--- src/rtl/wbt_pkg.sv ---
// Shared helpers for the watchpoint-to-breakpoint trigger unit.
// Assumes nothing beyond plain two-state logic on its arguments.
package wbt_pkg;

    // Gating of a pending breakpoint by the mask mode and the recovery bit.
    function automatic logic brk_gate(input logic pending,
                                      input logic masked,
                                      input logic recov);
        return pending & (~masked | recov);
    endfunction

    // Qualification of a match by either of its two trap enables.
    function automatic logic wp_qualify(input logic hit,
                                        input logic sw_en,
                                        input logic dbg_en);
        return hit & (sw_en | dbg_en);
    endfunction

endpackage

--- src/rtl/wbt_wp_indicate.sv ---
// Registers the raw watchpoint strobes onto the indication outputs.
// Assumes the strobes are synchronous to clk; no gating of any kind.
module wbt_wp_indicate #(
    parameter int NUM_WP = 4
) (
    input  logic              clk,
    input  logic              rst_n,
    input  logic [NUM_WP-1:0] wp_hit,
    output logic [NUM_WP-1:0] wp_ind
);

    logic [NUM_WP-1:0] ind_q;
    logic              past_valid_q;

    // Capture the strobes one cycle later.
    always_ff @(posedge clk) begin
        if (!rst_n) ind_q <= '0;
        else        ind_q <= wp_hit;
    end

    // Mark that at least one non-reset edge has occurred (checker use).
    always_ff @(posedge clk) begin
        if (!rst_n) past_valid_q <= 1'b0;
        else        past_valid_q <= 1'b1;
    end

    assign wp_ind = ind_q;


    ind_follows_hit_chk: assert property (@(posedge clk) disable iff (!rst_n)
        past_valid_q |-> (wp_ind == $past(wp_hit)));

endmodule

--- src/rtl/wbt_wp_counter.sv ---
// One watchpoint's occurrence counter. It holds a programmed count and a
// remaining count, and signals fire on the qualified match that reaches the
// terminal value. Assumes cnt data is valid in the cycle of its strobe.
module wbt_wp_counter #(
    parameter int CNT_W = 8
) (
    input  logic             clk,
    input  logic             rst_n,
    input  logic             hit,
    input  logic             sw_en,
    input  logic             dbg_en,
    input  logic             wr,
    input  logic [CNT_W-1:0] wdata,
    output logic             fire
);
    import wbt_pkg::*;

    localparam logic [CNT_W-1:0] TERM = CNT_W'(1);

    logic [CNT_W-1:0] prog_q;
    logic [CNT_W-1:0] rem_q;
    logic             qual;
    logic             at_term;

    assign qual    = wp_qualify(hit, sw_en, dbg_en);
    assign at_term = (rem_q <= TERM);
    assign fire    = qual & ~wr & at_term;

    // Hold the programmed count; a write replaces it.
    always_ff @(posedge clk) begin
        if (!rst_n)  prog_q <= '0;
        else if (wr) prog_q <= wdata;
    end

    // Remaining count: reload on write, count down on a match, reload on fire.
    always_ff @(posedge clk) begin
        if (!rst_n)        rem_q <= '0;
        else if (wr)       rem_q <= wdata;
        else if (qual) begin
            if (at_term)   rem_q <= prog_q;
            else           rem_q <= rem_q - TERM;
        end
    end


    write_reload_chk: assert property (@(posedge clk) disable iff (!rst_n)
        (rst_n && wr) |=> (prog_q == $past(wdata)) && (rem_q == $past(wdata)));


    fire_reload_chk: assert property (@(posedge clk) disable iff (!rst_n)
        (rst_n && fire) |=> (rem_q == prog_q));


    idle_hold_chk: assert property (@(posedge clk) disable iff (!rst_n)
        (rst_n && !qual && !wr) |=> $stable(rem_q) && $stable(prog_q));


    short_count_chk: assert property (@(posedge clk) disable iff (!rst_n)
        (qual && !wr && (prog_q <= TERM) && (rem_q == prog_q)) |-> fire);

endmodule

--- src/rtl/wbt_brk_merge.sv ---
// Merges watchpoint fires and external requests into one pending flag.
// It gates the flag by mask mode and the recovery bit, and clears it on
// acknowledge. Assumes brk_ack is a single-cycle strobe from the exception
// logic.
module wbt_brk_merge #(
    parameter int NUM_WP  = 4,
    parameter int NUM_EXT = 2
) (
    input  logic               clk,
    input  logic               rst_n,
    input  logic [NUM_WP-1:0]  wp_fire,
    input  logic [NUM_EXT-1:0] ext_brk,
    input  logic               mask_mode,
    input  logic               recov_ok,
    input  logic               brk_ack,
    output logic               brk_req
);
    import wbt_pkg::*;

    logic event_now;
    logic pend_q;

    assign event_now = (|wp_fire) | (|ext_brk);

    // A new event sets pending; an acknowledge clears it; a new event wins.
    always_ff @(posedge clk) begin
        if (!rst_n)         pend_q <= 1'b0;
        else if (event_now) pend_q <= 1'b1;
        else if (brk_ack)   pend_q <= 1'b0;
    end

    assign brk_req = brk_gate(pend_q, mask_mode, recov_ok);


    event_sets_pend_chk: assert property (@(posedge clk) disable iff (!rst_n)
        (rst_n && event_now) |=> pend_q);


    ack_clears_pend_chk: assert property (@(posedge clk) disable iff (!rst_n)
        (rst_n && brk_ack && !event_now) |=> !pend_q);


    masked_hold_chk: assert property (@(posedge clk) disable iff (!rst_n)
        (mask_mode && !recov_ok) |-> !brk_req);


    unmasked_pass_chk: assert property (@(posedge clk) disable iff (!rst_n)
        (pend_q && !mask_mode) |-> brk_req);

endmodule

--- src/rtl/wbt_trigger_top.sv ---
// Watchpoint-to-breakpoint trigger unit. It drives the watchpoint
// indications and one breakpoint request built from counted watchpoint
// fires and external requests. Assumes all inputs are synchronous to clk.
module wbt_trigger_top #(
    parameter int NUM_WP  = 4,
    parameter int NUM_EXT = 2,
    parameter int CNT_W   = 8
) (
    input  logic               clk,
    input  logic               rst_n,
    input  logic [NUM_WP-1:0]  wp_hit,
    input  logic [NUM_WP-1:0]  sw_trap_en,
    input  logic [NUM_WP-1:0]  dbg_trap_en,
    input  logic [NUM_WP-1:0]  cnt_wr,
    input  logic [CNT_W-1:0]   cnt_wdata,
    input  logic [NUM_EXT-1:0] ext_brk,
    input  logic               mask_mode,
    input  logic               recov_ok,
    input  logic               brk_ack,
    output logic [NUM_WP-1:0]  wp_ind,
    output logic               brk_req
);

    logic [NUM_WP-1:0] wp_fire;

    wbt_wp_indicate #(.NUM_WP(NUM_WP)) u_ind (
        .clk    (clk),
        .rst_n  (rst_n),
        .wp_hit (wp_hit),
        .wp_ind (wp_ind)
    );

    for (genvar i = 0; i < NUM_WP; i++) begin : g_cnt
        wbt_wp_counter #(.CNT_W(CNT_W)) u_cnt (
            .clk    (clk),
            .rst_n  (rst_n),
            .hit    (wp_hit[i]),
            .sw_en  (sw_trap_en[i]),
            .dbg_en (dbg_trap_en[i]),
            .wr     (cnt_wr[i]),
            .wdata  (cnt_wdata),
            .fire   (wp_fire[i])
        );
    end

    wbt_brk_merge #(.NUM_WP(NUM_WP), .NUM_EXT(NUM_EXT)) u_merge (
        .clk       (clk),
        .rst_n     (rst_n),
        .wp_fire   (wp_fire),
        .ext_brk   (ext_brk),
        .mask_mode (mask_mode),
        .recov_ok  (recov_ok),
        .brk_ack   (brk_ack),
        .brk_req   (brk_req)
    );


    no_arm_no_fire_chk: assert property (@(posedge clk) disable iff (!rst_n)
        ((wp_fire & ~(sw_trap_en | dbg_trap_en)) == '0));

endmodule

--- config.mk ---
export PLATFORM = sky130hd
export DESIGN_NAME = wbt_trigger_top
export DESIGN_NICKNAME = d
export VERILOG_FILES = /design/src/rtl/wbt_pkg.sv /design/src/rtl/wbt_wp_indicate.sv /design/src/rtl/wbt_wp_counter.sv /design/src/rtl/wbt_brk_merge.sv /design/src/rtl/wbt_trigger_top.sv
export SDC_FILE = /design/constraint.sdc
export NUM_CORES = 1
export LEC_CHECK = 0
export ABC_AREA = 1
export CORE_MARGIN = 2
export CORE_UTILIZATION = 35
export DETAILED_ROUTE_END_ITERATION = 8
export HOLD_SLACK_MARGIN = 0.05
export SYNTH_ARGS = -nofsm -noshare
export SYNTH_HDL_FRONTEND = slang
export SYNTH_SLANG_ARGS = --single-unit
--- constraint.sdc ---
create_clock -name clk -period 2.4 [get_ports clk]
set_clock_uncertainty 0.1 [all_clocks]
set_input_delay 0.6 -clock clk [delete_from_list [all_inputs] [get_ports clk]]
set_output_delay 0.6 -clock clk [all_outputs]
set_load 0.05 [all_outputs]
; ---- After elaboration in Yosys (flattened, before gate mapping)
; Index checks and enable logic that the tools add are counted.
[totals]
ff_bits = 69
input_bits = 31
out_inout_bits = 5
wordCells = 63
[classes]
n_addsub = 4
order_cmp = 4
muxes = 14
bitwise_logic = 24
reduce_logical = 7
[op_table]
columns = operator, count
row1 = two-way mux 8 bit, 12
row2 = less-or-equal comparator 8 x 1 -> 1 bit (second input constant), 4
row3 = subtractor 8 x 1 -> 8 bit (second input constant), 4
row4 = AND 1 bit, 13
row5 = nonzero test 2 bit, 5
row6 = OR 1 bit, 6
row7 = NOT 1 bit, 5
row8 = OR reduction 4 bit, 1
row9 = two-way mux 1 bit, 2
row10 = OR reduction 2 bit, 1

; ---- Longest topological paths before layout
[depth]
depth_word = 7
mapped_depth = 12

; ---- Cells and area by module
; A second synthesis with hierarchy kept.
[hier_totals]
cells_unflattened = 609
hier_area_um2 = 3955.0
[modules_own_cells]
columns = mod, n_inst, cells_per_inst, area_per_inst_um2, seq_area_each_um2
row1 = wbt_wp_counter, 4, 146, 943.4, 320.3
row2 = wbt_wp_indicate, 1, 12, 110.1, 80.1
row3 = wbt_brk_merge, 1, 13, 71.3, 20.0

; ---- Worst setup path before layout
; No wires, ideal clock.
[synth_timing]
path_kind = input-to-output
from = input port recov_ok
to = output port brk_req
arrival_time_ns = 1.739
required_ns = 1.700
setup_slack_ns = -0.039
path_stages = 2
n_path_buf = 0
path_cell_list = inv_1 -> a21boi_0
[synth_via]
elab_chain_cells = 2
[synth_rtl]
columns = item, line
row1 = start: declaration, wbt_trigger_top.sv:18  ; input logic recov_ok,
row2 = OR 1 bit, wbt_pkg.sv:9  ; return pending & (~masked | recov);
row3 = AND 1 bit, wbt_pkg.sv:9
row4 = end: declaration, wbt_trigger_top.sv:21  ; output logic brk_req
; Every way passes these cells.

; ---- Final worst setup path
[layout_timing]
from = register u_ind.ind_q[3], in the netlist u_ind.wp_ind[3]
to = output port wp_ind[3]
[layout_lines]
columns = item, line
row1 = start: declaration, wbt_wp_indicate.sv:12  ; logic [NUM_WP-1:0] ind_q;
row2 = start signal: assignment, wbt_wp_indicate.sv:18  ; else ind_q <= wp_hit;
row3 = end: declaration, wbt_trigger_top.sv:20  ; output logic [NUM_WP-1:0] wp_ind,
; No word-level cell between the ends.

==> flow_summary_export.csv <==
group,metric,value,unit
placed_design,io_buffers,35,
global_routing,track_usage,0.1749,
critical_path,crit_path_start,"u_ind.wp_ind[3]",
clock_network,cts_setup_buffers,0,
final_layout,drive_gt1_frac,0.07846,
routing,ant_nets,0,
critical_path,cp-start-kind,"flip-flop",
floorplan,die_area,0.01200,mm2
synthesis,synth_edf_count,0,
critical_path,crit_fanout,1,
global_routing,grt_pass1_wl,16330,um
timing,setup_tns,0,ns
global_routing,grt_use_met2,0.2760,
floorplan,start_util,0.3598,
synthesis,ys_ff_latch,69,
timing,rsz0062_at_grt,"no",
clock_network,cts_buffer_depth,2,
clock_network,cts_tree,"built",
clock_network,htreeDepth,3,
timing,tightest_slew,0.6371,ns
global_routing,met1_usage,0.2322,
critical_path,ff2ff_path_depth,10,
timing,setup_viol,0,
floorplan,die_w,109.6,um
power_and_ir_drop,vdd_drop_max,269.9,uV
critical_path,arrival,1.47,ns
clock_network,clk_latency,0.36,ns
timing,min_period_over_period,0.9030,
clock_network,cts_resized,0,
routing,dr.pass1.iters,7,
routing,vias,3743,
synthesis,yosysSeqAreaShare,0.3542,
placed_design,post-dp-hpwl,7228,um
synthesis,syn-num-nets,647,
clock_network,clock_sinks,69,
global_routing,grt_antenna_before_repair,0,
critical_path,endpoint_kind,"primary output",
global_routing,grt_use_met3,0.04031,
power_and_ir_drop,leakagePower,2.063,nW
routing,drc,0,
timing,maxSlewViolCount,0,
synthesis,synth_area,0.003900,mm2
floorplan,coreArea,0.01084,mm2
critical_path,cp_data_required_time,1.70,ns
status,run_status,"completed",
routing,routed_wl,9873,um
synthesis,synthArstFlopShare,0,
clock_network,cts_buffers,9,
synthesis,yosysWarnings,0,
critical_path,max_stage_delay,0.80,ns
synthesis,synth_cell_types,27,
floorplan,die_h,109.6,um
final_layout,final_area,0.004623,mm2
critical_path,path_class,"flip-flop to primary output",
min_path,min_path_type,"flip-flop to flip-flop",
placed_design,gp_congestion,0.8775,
critical_path,crit_chain,"clkdlybuf4s50_1",
placed_design,placed_area,0.004383,mm2
global_routing,overflow,0,
final_layout,area_delta_synth_final,18.54,%
critical_path,r2r-start,"g_cnt[0].u_cnt.rem_q[0]",
timing,slew_headroom,0.5734,
job,drv_cap,0,
routing,via_per_inst,4.738,
routing,wl_per_cell,12.50,um
routing,drt-initial-drc-count,219,
final_layout,layout.nets,684,
floorplan,ios,36,
final_layout,fin_util,0.4265,
critical_path,cp.depth,1,
critical_path,slowest_stage,"clkdlybuf4s50_1",
clock_network,clkTransAtPathRegs,0.07,ns
floorplan,rows,38,
critical_path,cp_top_family,"buffers and inverters",
synthesis,avgSynthCellArea,6.414,um2
final_layout,diodes,0,
global_routing,busiest_layer,"met2",
power_and_ir_drop,power_density,695.8,mW/mm2
critical_path,regToRegSetupSlack,0.64,ns
timing,finalHoldViolations,0,
synthesis,ys.flop_type,"dfxtp_1",
timing,period_minus_slack,2.167,ns
critical_path,r2r-end,"g_cnt[0].u_cnt.rem_q[5]",
critical_path,crit_path_end,"wp_ind[3]",
global_routing,grt_max_degree,55,
timing,timing.fmax,461.4,MHz
clock_network,root_buffer,"clkbuf_8",
synthesis,synthCells,608,
clock_network,ctsHoldBuffers,0,
global_routing,grt_pass1_vias,3446,
critical_path,crit_buf_inv,1,
[area by class of cell]
class | count | area [um2]
clock inverters | 4 | 95.09
inverters | 100 | 375.4
flip-flops and latches | 69 | 1381
multi-input cells | 421 | 2011
clock buffers | 12 | 145.1
well taps | 140 | 175.2
repair buffers | 44 | 440.4
fillers | 1126 | 6217
[metal layers]
metal | wire, um | vias to the layer above
li1 | - | 1977
met1 | 4861 | 1674
met2 | 4339 | 75
met3 | 476 | 17
met4 | 195 | 0
met5 | 0 | -
[power breakdown]
part           total [mW]  switching, mW  internal [mW]
clock network        1.18          0.463          0.719
logic               0.751          0.472          0.279
registers            1.28         0.0603           1.22
[registers in the layout (all words and copies together) (netlist names)]
register	count
u_merge.pend_q	1
g_cnt.u_cnt.prog_q	32
g_cnt.u_cnt.rem_q	32
u_ind.wp_ind	4
[cells in the mapped netlist (3+ instances only)]
| cell | instances | area share |
|---|---|---|
| buf_2 | 4 | 0.0051 |
| o211ai_1 | 4 | 0.0077 |
| buf_6 | 8 | 0.023 |
| nand2_1 | 166 | 0.16 |
| nand3_1 | 35 | 0.045 |
| dfxtp_1 | 69 | 0.35 |
| a21oi_1 | 86 | 0.11 |
| ha_1 | 8 | 0.026 |
| o21ai_1 | 3 | 0.0038 |
| inv_1 | 98 | 0.094 |
| o21ai_0 | 35 | 0.045 |
| nand2_2 | 9 | 0.014 |
| nor2_4 | 8 | 0.023 |
| nor2_1 | 56 | 0.054 |
| buf_1 | 4 | 0.0038 |
[per-stage QoR]
| step | total power [mW] | std cells | setup slack [ns] | hold WS, ns |
|---|---|---|---|---|
| 2_1_floorplan | 1.862 | 608 | 0.3390 | 0.3391 |
| 3_3_place_gp | 2.048 | 774 | 0.2183 | 0.3480 |
| 3_5_place_dp | 2.056 | 774 | 0.2237 | 0.3504 |
| 4_1_cts | 3.245 | 790 | 0.2053 | 0.3621 |
| 5_1_grt | 3.422 | 790 | 0.1589 | 0.3820 |
| 6_report | 3.217 | 790 | 0.2327 | 0.3613 |
[cell families after synthesis]
kind of cell	synth area share
XOR/XNOR	0.002246
AND/OR/NAND/NOR	0.3147
adder cells (fa/ha/maj)	0.02567
AO/OA/AOI/OAI	0.1729
buffers and inverters	0.1303
flip-flops	0.3542
[layout by cell type (no fill, tap or decap), types with 2 or more instances in the layout]
| master | n |
|---|---|
| nand3_1 | 35 |
| o211ai_1 | 4 |
| inv_1 | 97 |
| a21oi_1 | 86 |
| bufinv_16 | 3 |
| nand2_1 | 166 |
| o21ai_1 | 3 |
| clkdlybuf4s50_1 | 34 |
| buf_12 | 2 |
| inv_2 | 3 |
| o21ai_0 | 35 |
| buf_4 | 8 |
| nor2_2 | 2 |
| dfxtp_1 | 69 |
| nand2_2 | 9 |
| clkbuf_8 | 10 |
| clkbuf_1 | 2 |
| ha_1 | 8 |
| nor2_4 | 8 |
| nor2_1 | 56 |
[worst min path at each step]
stage | startpoint | endpoint | depth (start not counted)
final | g_cnt[1].u_cnt.prog_q[6] | g_cnt[1].u_cnt.prog_q[6] | 2
after global routing | g_cnt[1].u_cnt.prog_q[1] | g_cnt[1].u_cnt.prog_q[1] | 2
after CTS | g_cnt[1].u_cnt.prog_q[6] | g_cnt[1].u_cnt.prog_q[6] | 2
after detailed placement | g_cnt[1].u_cnt.prog_q[6] | g_cnt[1].u_cnt.prog_q[6] | 2
after global placement | g_cnt[0].u_cnt.prog_q[6] | g_cnt[0].u_cnt.prog_q[6] | 2
after floorplan | g_cnt[0].u_cnt.prog_q[0] | g_cnt[0].u_cnt.prog_q[0] | 2
Power figures use the tool's default switching activity.
